<file path="src/rtl/axc_pkg.sv">
package axc_pkg;
  localparam int unsigned DIRS   = 2;
  localparam int unsigned DIR_TX = 0;
  localparam int unsigned DIR_RX = 1;
  localparam int unsigned CMD_BITS_PER_DIR = 2;

  localparam int unsigned REG_CMD   = 0;
  localparam int unsigned REG_CLEAR = 1;

  typedef struct packed {
    logic go;
    logic halt;
  } dir_cmd_t;

  function automatic dir_cmd_t pick_cmd(input logic [DIRS*CMD_BITS_PER_DIR-1:0] f,
                                        input int unsigned d);
    dir_cmd_t c;
    c.go   = f[d*CMD_BITS_PER_DIR];
    c.halt = f[d*CMD_BITS_PER_DIR+1];
    return c;
  endfunction
endpackage

</file>
<file path="src/rtl/axc_run_seq.sv">
module axc_run_seq
  import axc_pkg::*;
#(
  parameter int unsigned N_DIR = DIRS
) (
  input  logic                                clk,
  input  logic                                rst_n,
  input  logic                                cmd_wr,
  input  logic [N_DIR*CMD_BITS_PER_DIR-1:0]   cmd_field,
  output logic [N_DIR-1:0]                    dma_en,
  output logic                                xfer,
  output logic                                go_any
);
  logic [N_DIR-1:0] run_q, run_d, go_vec;
  logic             xfer_q;

  for (genvar d = 0; d < N_DIR; d++) begin : g_dir
    dir_cmd_t c;
    assign c = pick_cmd(cmd_field, d);
    assign go_vec[d] = cmd_wr & c.go;
    always_comb begin
      run_d[d] = run_q[d];
      if (cmd_wr && c.go)        run_d[d] = 1'b1;
      else if (cmd_wr && c.halt) run_d[d] = 1'b0;
    end
    always_ff @(posedge clk) begin
      if (!rst_n) run_q[d] <= 1'b0;
      else        run_q[d] <= run_d[d];
    end


    dma_needs_run_chk: assert property (@(posedge clk) disable iff (!rst_n)
      run_q[d] |-> xfer_q);
  end

  assign go_any = |go_vec;

  always_ff @(posedge clk) begin
    if (!rst_n) xfer_q <= 1'b0;
    else        xfer_q <= go_any | (xfer_q & (|run_d));
  end

  assign dma_en = run_q;
  assign xfer   = xfer_q;


  start_raises_run_chk: assert property (@(posedge clk) disable iff (!rst_n)
    go_any |=> xfer_q);
endmodule

</file>
<file path="src/rtl/axc_quiet.sv">
module axc_quiet #(
  parameter int unsigned QUIET_EDGES = 2,
  localparam int unsigned CNT_W = $clog2(QUIET_EDGES + 1)
) (
  input  logic clk,
  input  logic rst_n,
  input  logic fs_clk,
  input  logic xfer,
  output logic done
);
  logic             fs_q, rise, done_q;
  logic [CNT_W-1:0] cnt_q;

  assign rise = fs_clk & ~fs_q;

  always_ff @(posedge clk) begin
    if (!rst_n) begin
      fs_q   <= 1'b0;
      cnt_q  <= '0;
      done_q <= 1'b1;
    end else begin
      fs_q <= fs_clk;
      if (xfer) begin
        cnt_q  <= '0;
        done_q <= 1'b0;
      end else if (!done_q && rise) begin
        cnt_q <= cnt_q + 1'b1;
        if (cnt_q == CNT_W'(QUIET_EDGES - 1)) done_q <= 1'b1;
      end
    end
  end

  assign done = done_q;


  quiet_ends_on_edge_chk: assert property (@(posedge clk) disable iff (!rst_n)
    $rose(done_q) |-> ($past(rise) && !$past(xfer)));
endmodule

</file>
<file path="src/rtl/axc_clear_dir.sv">
module axc_clear_dir (
  input  logic clk,
  input  logic rst_n,
  input  logic req,
  input  logic allow,
  output logic pend,
  output logic flush
);
  logic pend_q, flush_q, fire;

  assign fire = pend_q & allow;

  always_ff @(posedge clk) begin
    if (!rst_n) begin
      pend_q  <= 1'b0;
      flush_q <= 1'b0;
    end else begin
      pend_q  <= (pend_q & ~allow) | req;
      flush_q <= fire;
    end
  end

  assign pend  = pend_q;
  assign flush = flush_q;


  flush_from_pending_chk: assert property (@(posedge clk) disable iff (!rst_n)
    flush_q |-> $past(pend_q));
endmodule

</file>
<file path="src/rtl/audio_xfer_ctrl.sv">
module audio_xfer_ctrl
  import axc_pkg::*;
#(
  parameter int unsigned ADDR_W      = 4,
  parameter int unsigned DATA_W      = 32,
  parameter int unsigned QUIET_EDGES = 2
) (
  input  logic              clk,
  input  logic              rst_n,
  input  logic              wr_valid,
  input  logic [ADDR_W-1:0] wr_addr,
  input  logic [DATA_W-1:0] wr_data,
  input  logic [ADDR_W-1:0] rd_addr,
  output logic [DATA_W-1:0] rd_data,
  input  logic              fs_clk,
  output logic              tx_run_en,
  output logic              rx_run_en,
  output logic              tx_dma_en,
  output logic              rx_dma_en,
  output logic              tx_flush,
  output logic              rx_flush,
  output logic              busy
);
  localparam int unsigned CMD_W = DIRS * CMD_BITS_PER_DIR;

  logic            cmd_wr, clr_wr, xfer, go_any, quiet_done, allow;
  logic [DIRS-1:0] dma_en, pend, flush;

  assign cmd_wr = wr_valid && (wr_addr == ADDR_W'(REG_CMD));
  assign clr_wr = wr_valid && (wr_addr == ADDR_W'(REG_CLEAR));

  axc_run_seq #(.N_DIR(DIRS)) u_seq (
    .clk(clk), .rst_n(rst_n), .cmd_wr(cmd_wr),
    .cmd_field(wr_data[CMD_W-1:0]),
    .dma_en(dma_en), .xfer(xfer), .go_any(go_any)
  );

  axc_quiet #(.QUIET_EDGES(QUIET_EDGES)) u_quiet (
    .clk(clk), .rst_n(rst_n), .fs_clk(fs_clk), .xfer(xfer), .done(quiet_done)
  );

  assign allow = ~xfer & quiet_done & ~go_any;

  for (genvar d = 0; d < DIRS; d++) begin : g_clr
    axc_clear_dir u_clr (
      .clk(clk), .rst_n(rst_n),
      .req(clr_wr & wr_data[d]),
      .allow(allow),
      .pend(pend[d]), .flush(flush[d])
    );
  end

  always_comb begin
    rd_data = '0;
    if (rd_addr == ADDR_W'(REG_CMD)) begin
      rd_data[DIRS-1:0] = dma_en;
      rd_data[DIRS]     = xfer;
    end else if (rd_addr == ADDR_W'(REG_CLEAR)) begin
      rd_data[DIRS-1:0] = pend | flush;
    end
  end

  assign tx_run_en = xfer;
  assign rx_run_en = xfer;
  assign tx_dma_en = dma_en[DIR_TX];
  assign rx_dma_en = dma_en[DIR_RX];
  assign tx_flush  = flush[DIR_TX];
  assign rx_flush  = flush[DIR_RX];
  assign busy      = xfer | (|pend) | (|flush);


  tx_flush_idle_chk: assert property (@(posedge clk) disable iff (!rst_n)
    tx_flush |-> !tx_run_en);

  rx_flush_idle_chk: assert property (@(posedge clk) disable iff (!rst_n)
    rx_flush |-> !rx_run_en);

  busy_while_pending_chk: assert property (@(posedge clk) disable iff (!rst_n)
    $rose(pend[DIR_TX]) |-> busy);
endmodule

</file>
<file path="config.mk">
export PLATFORM = sky130hd
export DESIGN_NAME = audio_xfer_ctrl
export DESIGN_NICKNAME = d
export VERILOG_FILES = /design/src/rtl/axc_pkg.sv /design/src/rtl/axc_run_seq.sv /design/src/rtl/axc_quiet.sv /design/src/rtl/axc_clear_dir.sv /design/src/rtl/audio_xfer_ctrl.sv
export SDC_FILE = /design/constraint.sdc
export NUM_CORES = 1
export LEC_CHECK = 0
export ABC_AREA = 1
export BUFFER_PORTS_ARGS = -buffer_cell sky130_fd_sc_hd__buf_2
export CORE_UTILIZATION = 34
export DETAILED_ROUTE_END_ITERATION = 6
export GPL_TIMING_DRIVEN = 0
export PLACE_DENSITY = 0.8
export SLEW_MARGIN = 15
export SYNTH_ARGS = -nofsm -noshare
export SYNTH_HDL_FRONTEND = slang
export SYNTH_SLANG_ARGS = --single-unit
</file>
<file path="constraint.sdc">
create_clock -name clk -period 1.1 [get_ports clk]
set_clock_uncertainty 0.1 [all_clocks]
set_input_delay 0.165 -clock clk [delete_from_list [all_inputs] [get_ports clk]]
set_output_delay 0.165 -clock clk [all_outputs]
set_load 0.01 [all_outputs]
</file>
==> results of run 1 <==
==> worst max-delay path, cell delays in order, from the launching register on <==
cell     delay (ns)
dfxtp_2        0.33
nor2_4         0.12
nand3_2        0.08
buf_6          0.12
==> cell usage after synthesis <==
master	number	area, um^2
buf_4	30	225
inv_1	13	48.8
nor2_1	13	48.8
dfxtp_1	11	220
nand2_1	8	30.0
a21oi_1	5	25.0
nand3_1	5	25.0
o21ai_0	4	20.0
nand4_1	3	18.8
nand3b_1	2	15.0
nor2_4	2	22.5
a21oi_2	1	8.76
conb_1	1	3.75
ha_1	1	12.5
nand3_2	1	10.0
nor2_2	1	6.26
o22ai_1	1	6.26
o32ai_1	1	8.76
==> sequential cells by signal, indices dropped and copies added, names as in the netlist <==
register / cells
g_clr.u_clr.flush: 2
u_seq.xfer: 1
u_seq.dma_en: 2
u_quiet.done: 1
g_clr.u_clr.pend: 2
u_quiet.cnt_q: 2
u_quiet.fs_q: 1
==> worst paths after layout <==
path	startpoint	to	slack, ns	depth (start not counted)
worst max-delay path	g_clr[1].u_clr.pend	busy	-0.10	3
worst min-delay path	fs_clk	u_quiet.fs_q	0.008	3
worst max register to register	u_quiet.cnt_q[1]	u_quiet.cnt_q[1]	0.06	5
worst min register to register	u_quiet.cnt_q[1]	u_quiet.cnt_q[1]	0.37	2
==> where the power goes <==
group          leakage (nW)  internal, mW  switching (mW)
combinational         0.538         0.106           0.108
clock                0.0150         0.141           0.138
sequential           0.0929         0.401         0.00277
total                 0.646         0.647           0.249
==> kinds of logic after synthesis <==
| logic type | after synthesis |
|---|---|
| DFF | 11 |
| buffers and inverters | 43 |
| other | 1 |
| adders and majority gates | 1 |
| and+or+nand+nor | 35 |
| AOI/OAI and AO/OA | 12 |
==> final cells by class <==
type / count / area share
sequential: 11 / 0.205
buffer: 30 / 0.203
inverter: 13 / 0.0454
clock buffer: 4 / 0.0233
tap: 27 / 0.0299
timing repair buffer: 26 / 0.143
multi-input combinational: 77 / 0.351
==> per-layer routing <==
metal / up-vias / wire length (um)
met5: - / 0
met4: 0 / 27
met3: 4 / 138
met2: 41 / 782
met1: 310 / 588
li1: 383 / -
==> through the flow <==
| stage | worst slack, ns | cell area [um^2] | cells | TNS [ns] |
|---|---|---|---|---|
| floorplan | 0.0931 | 861 | 131 | 0 |
| global placement | -0.0266 | 1020 | 183 | -0.0517 |
| detailed placement | -0.0417 | 1020 | 183 | -0.0896 |
| CTS | -0.109 | 1100 | 188 | -0.487 |
| global route | -0.155 | 1130 | 188 | -0.623 |
| finish | -0.103 | 1130 | 188 | -0.416 |
==> timing repair <==
action                                  in CTS  in global routing
pin swaps                                    3                  6
resized for setup                           18                 10
endpoints found under the setup margin       9                 12
buffers inserted                             1                  0
==> results.cfg, run 1 <==
[synth]
synthSimpleGateAreaFrac = 0.233
syn_inst = 103
synth_fa_ha_area_frac = 0.0166
synth.avg_cell_area_um2 = 7.34
synth_xor_area_frac = 0
ys.warnings.count = 0
synth-compound-area-share = 0.0911
seq_area_frac_synth = 0.291
synth_top_family_by_area = buffers and inverters
synth_mux_area_frac = 0
synth_area_um2 = 756
synth_seq_cells = 11
ys_types = 18

[sta]
period_minus_slack_ns = 1.20
timing.fmax_mhz = 831
slew_viol_final = 0
setup_violations = 6
grt_setup_unrepaired = true
setup_slack_ns = -0.103
fin_hold_ws_ns = 0.00811
finalHoldViolCount = 0
period_share = 1.09

[final_layout]
seq_area_um2 = 231
antennaDiodeCount = 0
drive_above_1_share = 0.478
finalNetCount = 207
layout_common_cells = 29 x buf_4, 29 x conb_1, 21 x buf_2, 12 x inv_1, 9 x nor2_1
post-route-util = 0.559
nFillCells = 188
multi_input_area_um2 = 397
area_growth_pct = 49.5

[power_and_ir_drop]
power.total_uw = 896
power_per_cell_area_mw_per_mm2 = 793
max-vdd-ir-drop_uv = 683
power_leakage_nw = 0.646

[job]
timing.max_cap.violations = 0

[clock_network]
clkTransAtPathRegs_ns = 0.07
hold_buffers = 0
insertion_delay_ns = 0.27
tritoncts = built
cts.sinks = 11
cts_made_buffers = 3
h-tree-depth = 1
clock_path_buffers = 2
cts_root_buffer = clkbuf_4

[floorplan]
die_area_mm2 = 0.00242
io_pins = 83
die_y_um = 49.1
start_util = 0.374
num_rows = 16
core_mm2 = 0.00202
die_w_um = 49.1

[routing]
wl_mm = 1.54
drt.antenna.violating_nets = 0
vias = 738
vias_per_cell = 3.93
drt_iter0_markers = 7
routedWlPerCell_um = 8.18
drt_pass1_iterations = 4
drt_drc_violations_left = 0

[critical_path]
critPathCaptureType = output port
arrival_ns = 0.94
cp_max_fo = 2
startpoint_type = flip-flop
crit_required_ns = 0.83
critical_path_class = reg2out

[hold_path]
hold_class = in2reg

[grt]
grt_pass1_wl_mm = 2.55
grtUsageMet3 = 0.0312
use_met1 = 0.134
grt_busiest_layer = met2
use_met2 = 0.258
grt_max_degree = 7
grt_overflow = 0
grt_pass1_vias = 636
antenna_found_initial = 0
grtUsageTotal = 0.138

[placement]
io_buffers = 25
globalplace.congestion = 0.806
hpwl_mm = 1.32

[status]
failed_checks = negative setup slack
outcome = finished with violations
(Power assumes the default switching activity.)
==> run 2: changes to the inputs <==
--- a/config.mk
+++ b/config.mk
@@ -7,10 +7,11 @@
 export LEC_CHECK = 0
 export ABC_AREA = 1
 export BUFFER_PORTS_ARGS = -buffer_cell sky130_fd_sc_hd__buf_2
-export CORE_UTILIZATION = 34
+export CORE_MARGIN = 2
+export CORE_UTILIZATION = 36
 export DETAILED_ROUTE_END_ITERATION = 6
 export GPL_TIMING_DRIVEN = 0
-export PLACE_DENSITY = 0.8
+export PLACE_DENSITY = 0.84
 export SLEW_MARGIN = 15
 export SYNTH_ARGS = -nofsm -noshare
 export SYNTH_HDL_FRONTEND = slang
==> constraint.sdc (replaced) <==
create_clock -name clk -period 1.5 [get_ports clk]
set_clock_uncertainty 0.1 [all_clocks]
set_input_delay 0.225 -clock clk [delete_from_list [all_inputs] [get_ports clk]]
set_output_delay 0.225 -clock clk [all_outputs]
set_load 0.01 [all_outputs]
==> results.cfg, run 2 (synthesized netlist as in run 1, its figures left out) <==
[critical_path]
worst_r2r_path_depth = 4
slowest_delay_ns = 0.31
crit_required_ns = 1.17
crit_end = rd_data[1]
arrival_ns = 1.01
r2r_slack_ns = 0.42
r2r_start = u_seq.xfer
critPathCaptureType = output port
critical_path_class = reg2out
cp_max_fo = 2
startpoint_type = flip-flop
r2r-end = g_clr[0].u_clr.pend
crit_path_cell_trace = nor2_1, o21ai_0, buf_2
crit_slowest_cell = dfxtp_1
startpoint = g_clr[1].u_clr.pend

[status]
outcome = finished, final reports clean

[routing]
vias = 741
routedWlPerCell_um = 7.87
drt_pass1_iterations = 4
wl_mm = 1.47
drt_drc_violations_left = 0
drt.antenna.violating_nets = 0
drt_iter0_markers = 21
vias_per_cell = 3.96

[clock_network]
h-tree-depth = 1
tritoncts = built
cts_setup_buffers = 0
cts_root_buffer = clkbuf_4
ctsResizeCount = 0
cts.sinks = 11
clkTransAtPathRegs_ns = 0.07
clock_path_buffers = 2
hold_buffers = 0
cts_made_buffers = 3
insertion_delay_ns = 0.27

[final_layout]
seq_area_um2 = 220
drive_above_1_share = 0.394
multi_input_area_um2 = 367
nFillCells = 190
finalNetCount = 206
layout_common_cells = 30 x buf_4, 29 x conb_1, 25 x buf_2, 13 x nor2_1, 13 x inv_1
stdcell_count = 187
antennaDiodeCount = 0
area_growth_pct = 38.4
layout_commonest_cell = buf_4

[sta]
period_share = 0.889
grt_setup_unrepaired = false
tns_ns = 0
finalHoldViolCount = 0
slew_viol_final = 0
fin_hold_ws_ns = 0.0771
timing.fmax_mhz = 750
setup_violations = 0
period_minus_slack_ns = 1.33

[grt]
grt_pass1_vias = 615
antenna_found_initial = 0
grtUsageTotal = 0.126
grt_pass1_wl_mm = 2.39
grt_max_degree = 7
grt_overflow = 0

[placement]
hpwl_mm = 1.29
globalplace.congestion = 0.733
placed_cells = 183
io_buffers = 25

[floorplan]
die_w_um = 49.8
die_y_um = 49.8
core_mm2 = 0.00196
die_area_mm2 = 0.00248
io_pins = 83
start_util = 0.385
num_rows = 16

[power_and_ir_drop]
power_per_cell_area_mw_per_mm2 = 617
power_leakage_nw = 0.618
max-vdd-ir-drop_uv = 251

[job]
timing.max_cap.violations = 0

[hold_path]
hold_class = in2reg
-- run 2: layout make-up --
type                    instances  area share
repair buffers                 25       0.120
clock buffers                   4      0.0251
multi-input cells              77       0.350
well taps                      27      0.0323
plain buffers                  30       0.215
inverters                      13      0.0467
flip-flops and latches         11       0.211
-- run 2: where the power goes --
group | internal (mW) | leakage [nW] | switching [mW]
clock network | 0.103 | 0.0150 | 0.0938
logic | 0.0746 | 0.514 | 0.0771
registers | 0.295 | 0.0890 | 0.00155
-- run 2: worst min-delay path by stage --
stage	from	cells after the start	endpoint	slack, ns
2_1_floorplan	rst_n	1	u_quiet.done	0.21
3_3_place_gp	u_quiet.cnt_q[1]	2	u_quiet.cnt_q[1]	0.34
3_5_place_dp	fs_clk	3	u_quiet.fs_q	0.35
4_1_cts	fs_clk	3	u_quiet.fs_q	0.07
5_1_grt	fs_clk	3	u_quiet.fs_q	0.09
6_report	fs_clk	3	u_quiet.fs_q	0.08
-- run 2: worst max-delay path: cells and delay by family (launching register included) --
| kind | cells | cell delay (ns) |
|---|---|---|
| flops | 1 | 0.31 |
| simple gates | 1 | 0.18 |
| buf+inv | 1 | 0.14 |
| compound gates | 1 | 0.11 |
-- run 2: per-layer routing --
layer  vias to the layer above  routed length [um]  GRT usage
met5                         -                   0          0
met2                        43                 763      0.236
met1                       315                 518      0.121
li1                        381                   -          -
met4                         0                   8     0.0556
met3                         2                 180     0.0485
-- run 2: per-stage QoR --
stage               area, um^2  total power [mW]  utilization  setup WS, ns
global route              1050             0.687        0.533        0.0529
CTS                       1050             0.650        0.533         0.173
global placement          1020             0.449        0.520         0.277
floorplan                  861             0.419            -         0.388
detailed placement        1020             0.451        0.520         0.217
finish                    1050             0.645        0.533         0.166
==> run 3: changes to the inputs <==
--- a/config.mk
+++ b/config.mk
@@ -6,12 +6,11 @@
 export NUM_CORES = 1
 export LEC_CHECK = 0
 export ABC_AREA = 1
-export BUFFER_PORTS_ARGS = -buffer_cell sky130_fd_sc_hd__buf_2
 export CORE_MARGIN = 2
-export CORE_UTILIZATION = 36
+export CORE_UTILIZATION = 45
 export DETAILED_ROUTE_END_ITERATION = 6
+export DONT_BUFFER_PORTS = 1
 export GPL_TIMING_DRIVEN = 0
-export PLACE_DENSITY = 0.84
 export SLEW_MARGIN = 15
 export SYNTH_ARGS = -nofsm -noshare
 export SYNTH_HDL_FRONTEND = slang
==> constraint.sdc (replaced) <==
create_clock -name clk -period 1.5 [get_ports clk]
set_clock_uncertainty 0.1 [all_clocks]
set_input_delay 0.375 -clock clk [delete_from_list [all_inputs] [get_ports clk]]
set_output_delay 0.375 -clock clk [all_outputs]
set_load 0.01 [all_outputs]
==> results.cfg, run 3 (synthesized netlist as in run 1, its figures left out) <==
[floorplan]
num_rows = 14
core_mm2 = 0.00154
io_pins = 83
die_y_um = 45.0
die_w_um = 45.0
start_util = 0.490
die_area_mm2 = 0.00202

[routing]
drt_drc_violations_left = 0
wl_mm = 1.27
routedWlPerCell_um = 8.43
drt.antenna.violating_nets = 0
drt_iter0_markers = 5
vias_per_cell = 4.14
drt_pass1_iterations = 2
vias = 625

[job]
timing.max_cap.violations = 0

[grt]
grt_max_degree = 7
use_met2 = 0.191
grtUsageTotal = 0.132
grt_pass1_vias = 450
grt_pass1_wl_mm = 1.87
grtUsageMet3 = 0.0600
use_met1 = 0.153
antenna_found_initial = 0
grt_overflow = 0
grt_busiest_layer = met2

[clock_network]
h-tree-depth = 1
insertion_delay_ns = 0.27
clkTransAtPathRegs_ns = 0.07
cts.sinks = 11
cts_root_buffer = clkbuf_4
clock_path_buffers = 2
cts_setup_buffers = 0
tritoncts = built
cts_made_buffers = 3

[power_and_ir_drop]
power_leakage_nw = 0.509
internal_power_uw = 459
max-vdd-ir-drop_uv = 476
power_frac_seq = 0.478
combPwrFrac = 0.198
power_per_cell_area_mw_per_mm2 = 674
pwr-share-clk = 0.324
p_sw_uw = 164
swShare = 0.263

[final_layout]
drive_above_1_share = 0.326
stdcell_area_um2 = 923
area_growth_pct = 22.2
nFillCells = 154
antennaDiodeCount = 0
layout_commonest_cell = buf_4
layout_common_cells = 30 x buf_4, 29 x conb_1, 13 x inv_1, 10 x nor2_1, 10 x dfxtp_1
finalNetCount = 181

[placement]
postPlaceCellArea_um2 = 881
io_buffers = 0
hpwl_mm = 1.15
globalplace.congestion = 0.805

[hold_path]
hold_class = in2reg

[critical_path]
crit_family = flip-flops
startpoint_type = flip-flop
critical_path_class = reg2out
crit_slowest_cell = dfxtp_2
crit_required_ns = 1.02
crit_path_cell_trace = inv_1, nor2_2
critPathCaptureType = output port
arrival_ns = 0.93
cp_max_fo = 5
path_buf_inv = 1
slowest_delay_ns = 0.39

[sta]
grt_setup_unrepaired = false
period_share = 0.939
slew_viol_final = 0
tns_ns = 0
period_minus_slack_ns = 1.41
timing.fmax_mhz = 710
setup_violations = 0
finalHoldViolCount = 0

[status]
outcome = finished, final reports clean
-- run 3: cell types whose count changed in the layout (fill, tap and decap cells not counted) --
cell     previous run  this run
nor2_2              1         4
nor2_1             13        10
buf_2              25         0
dfxtp_2             0         1
o21ai_2             0         2
o21ai_0             4         2
dfxtp_1            11        10
-- run 3: area by class of cell --
class                           instances  area, um^2  share of cell area
Buffer                                 30         225               0.244
Clock buffer                            4        26.3              0.0285
Inverter                               13        48.8              0.0528
Multi-Input combinational cell         77         382               0.413
Sequential cell                        11         221               0.240
Tap cell                               16        20.0              0.0217
-- run 3: layer usage --
layer / share of wire / wire length (um)
met1: 0.38 / 479
met2: 0.46 / 580
met3: 0.15 / 189
met4: 0.018 / 23
met5: 0 / 0
-- run 3: power by group through the flow --
stage	Combinational, mW	Sequential [mW]	Clock (mW)
after floorplan	0.115	0.304	0
after global placement	0.118	0.304	0
after detailed placement	0.119	0.304	0
after CTS	0.119	0.298	0.205
after global routing	0.135	0.298	0.227
final	0.123	0.298	0.202
-- run 3: what timing repair did --
| action | 4_1_cts | 5_1_grt |
|---|---|---|
| resized for setup | 3 | 5 |
| endpoints found under the setup margin | 4 | 4 |
| hold buffers | 0 | 0 |
-- run 3: stage by stage --
stage | cells | util | hold slack, ns | total power [mW] | setup slack (ns)
after CTS | 151 | 0.589 | 0.0986 | 0.622 | 0.0321
after global routing | 151 | 0.599 | 0.0894 | 0.660 | 0.0220
after detailed placement | 147 | 0.571 | 0.349 | 0.423 | -0.00715
after floorplan | 131 | - | 0.333 | 0.419 | 0.0875
after global placement | 147 | 0.571 | 0.346 | 0.423 | 0.00150
final | 151 | 0.599 | 0.0993 | 0.622 | 0.0921
-- run 3: worst paths after layout --
path	startpoint	to	slack, ns	cells past startpoint
worst max-delay path	u_seq.xfer	rd_data[2]	0.09	2
worst min-delay path	fs_clk	u_quiet.fs_q	0.1	2
worst max register to register	u_seq.xfer	g_clr[0].u_clr.pend	0.41	4
worst min register to register	u_quiet.cnt_q[1]	u_quiet.cnt_q[1]	0.36	2
-- run 3: worst register-to-register path, stage by stage, from the launching register on --
cell	delay [ns]
dfxtp_2	0.36
inv_1	0.13
nand2_1	0.09
nor2_1	0.19
o32ai_1	0.10
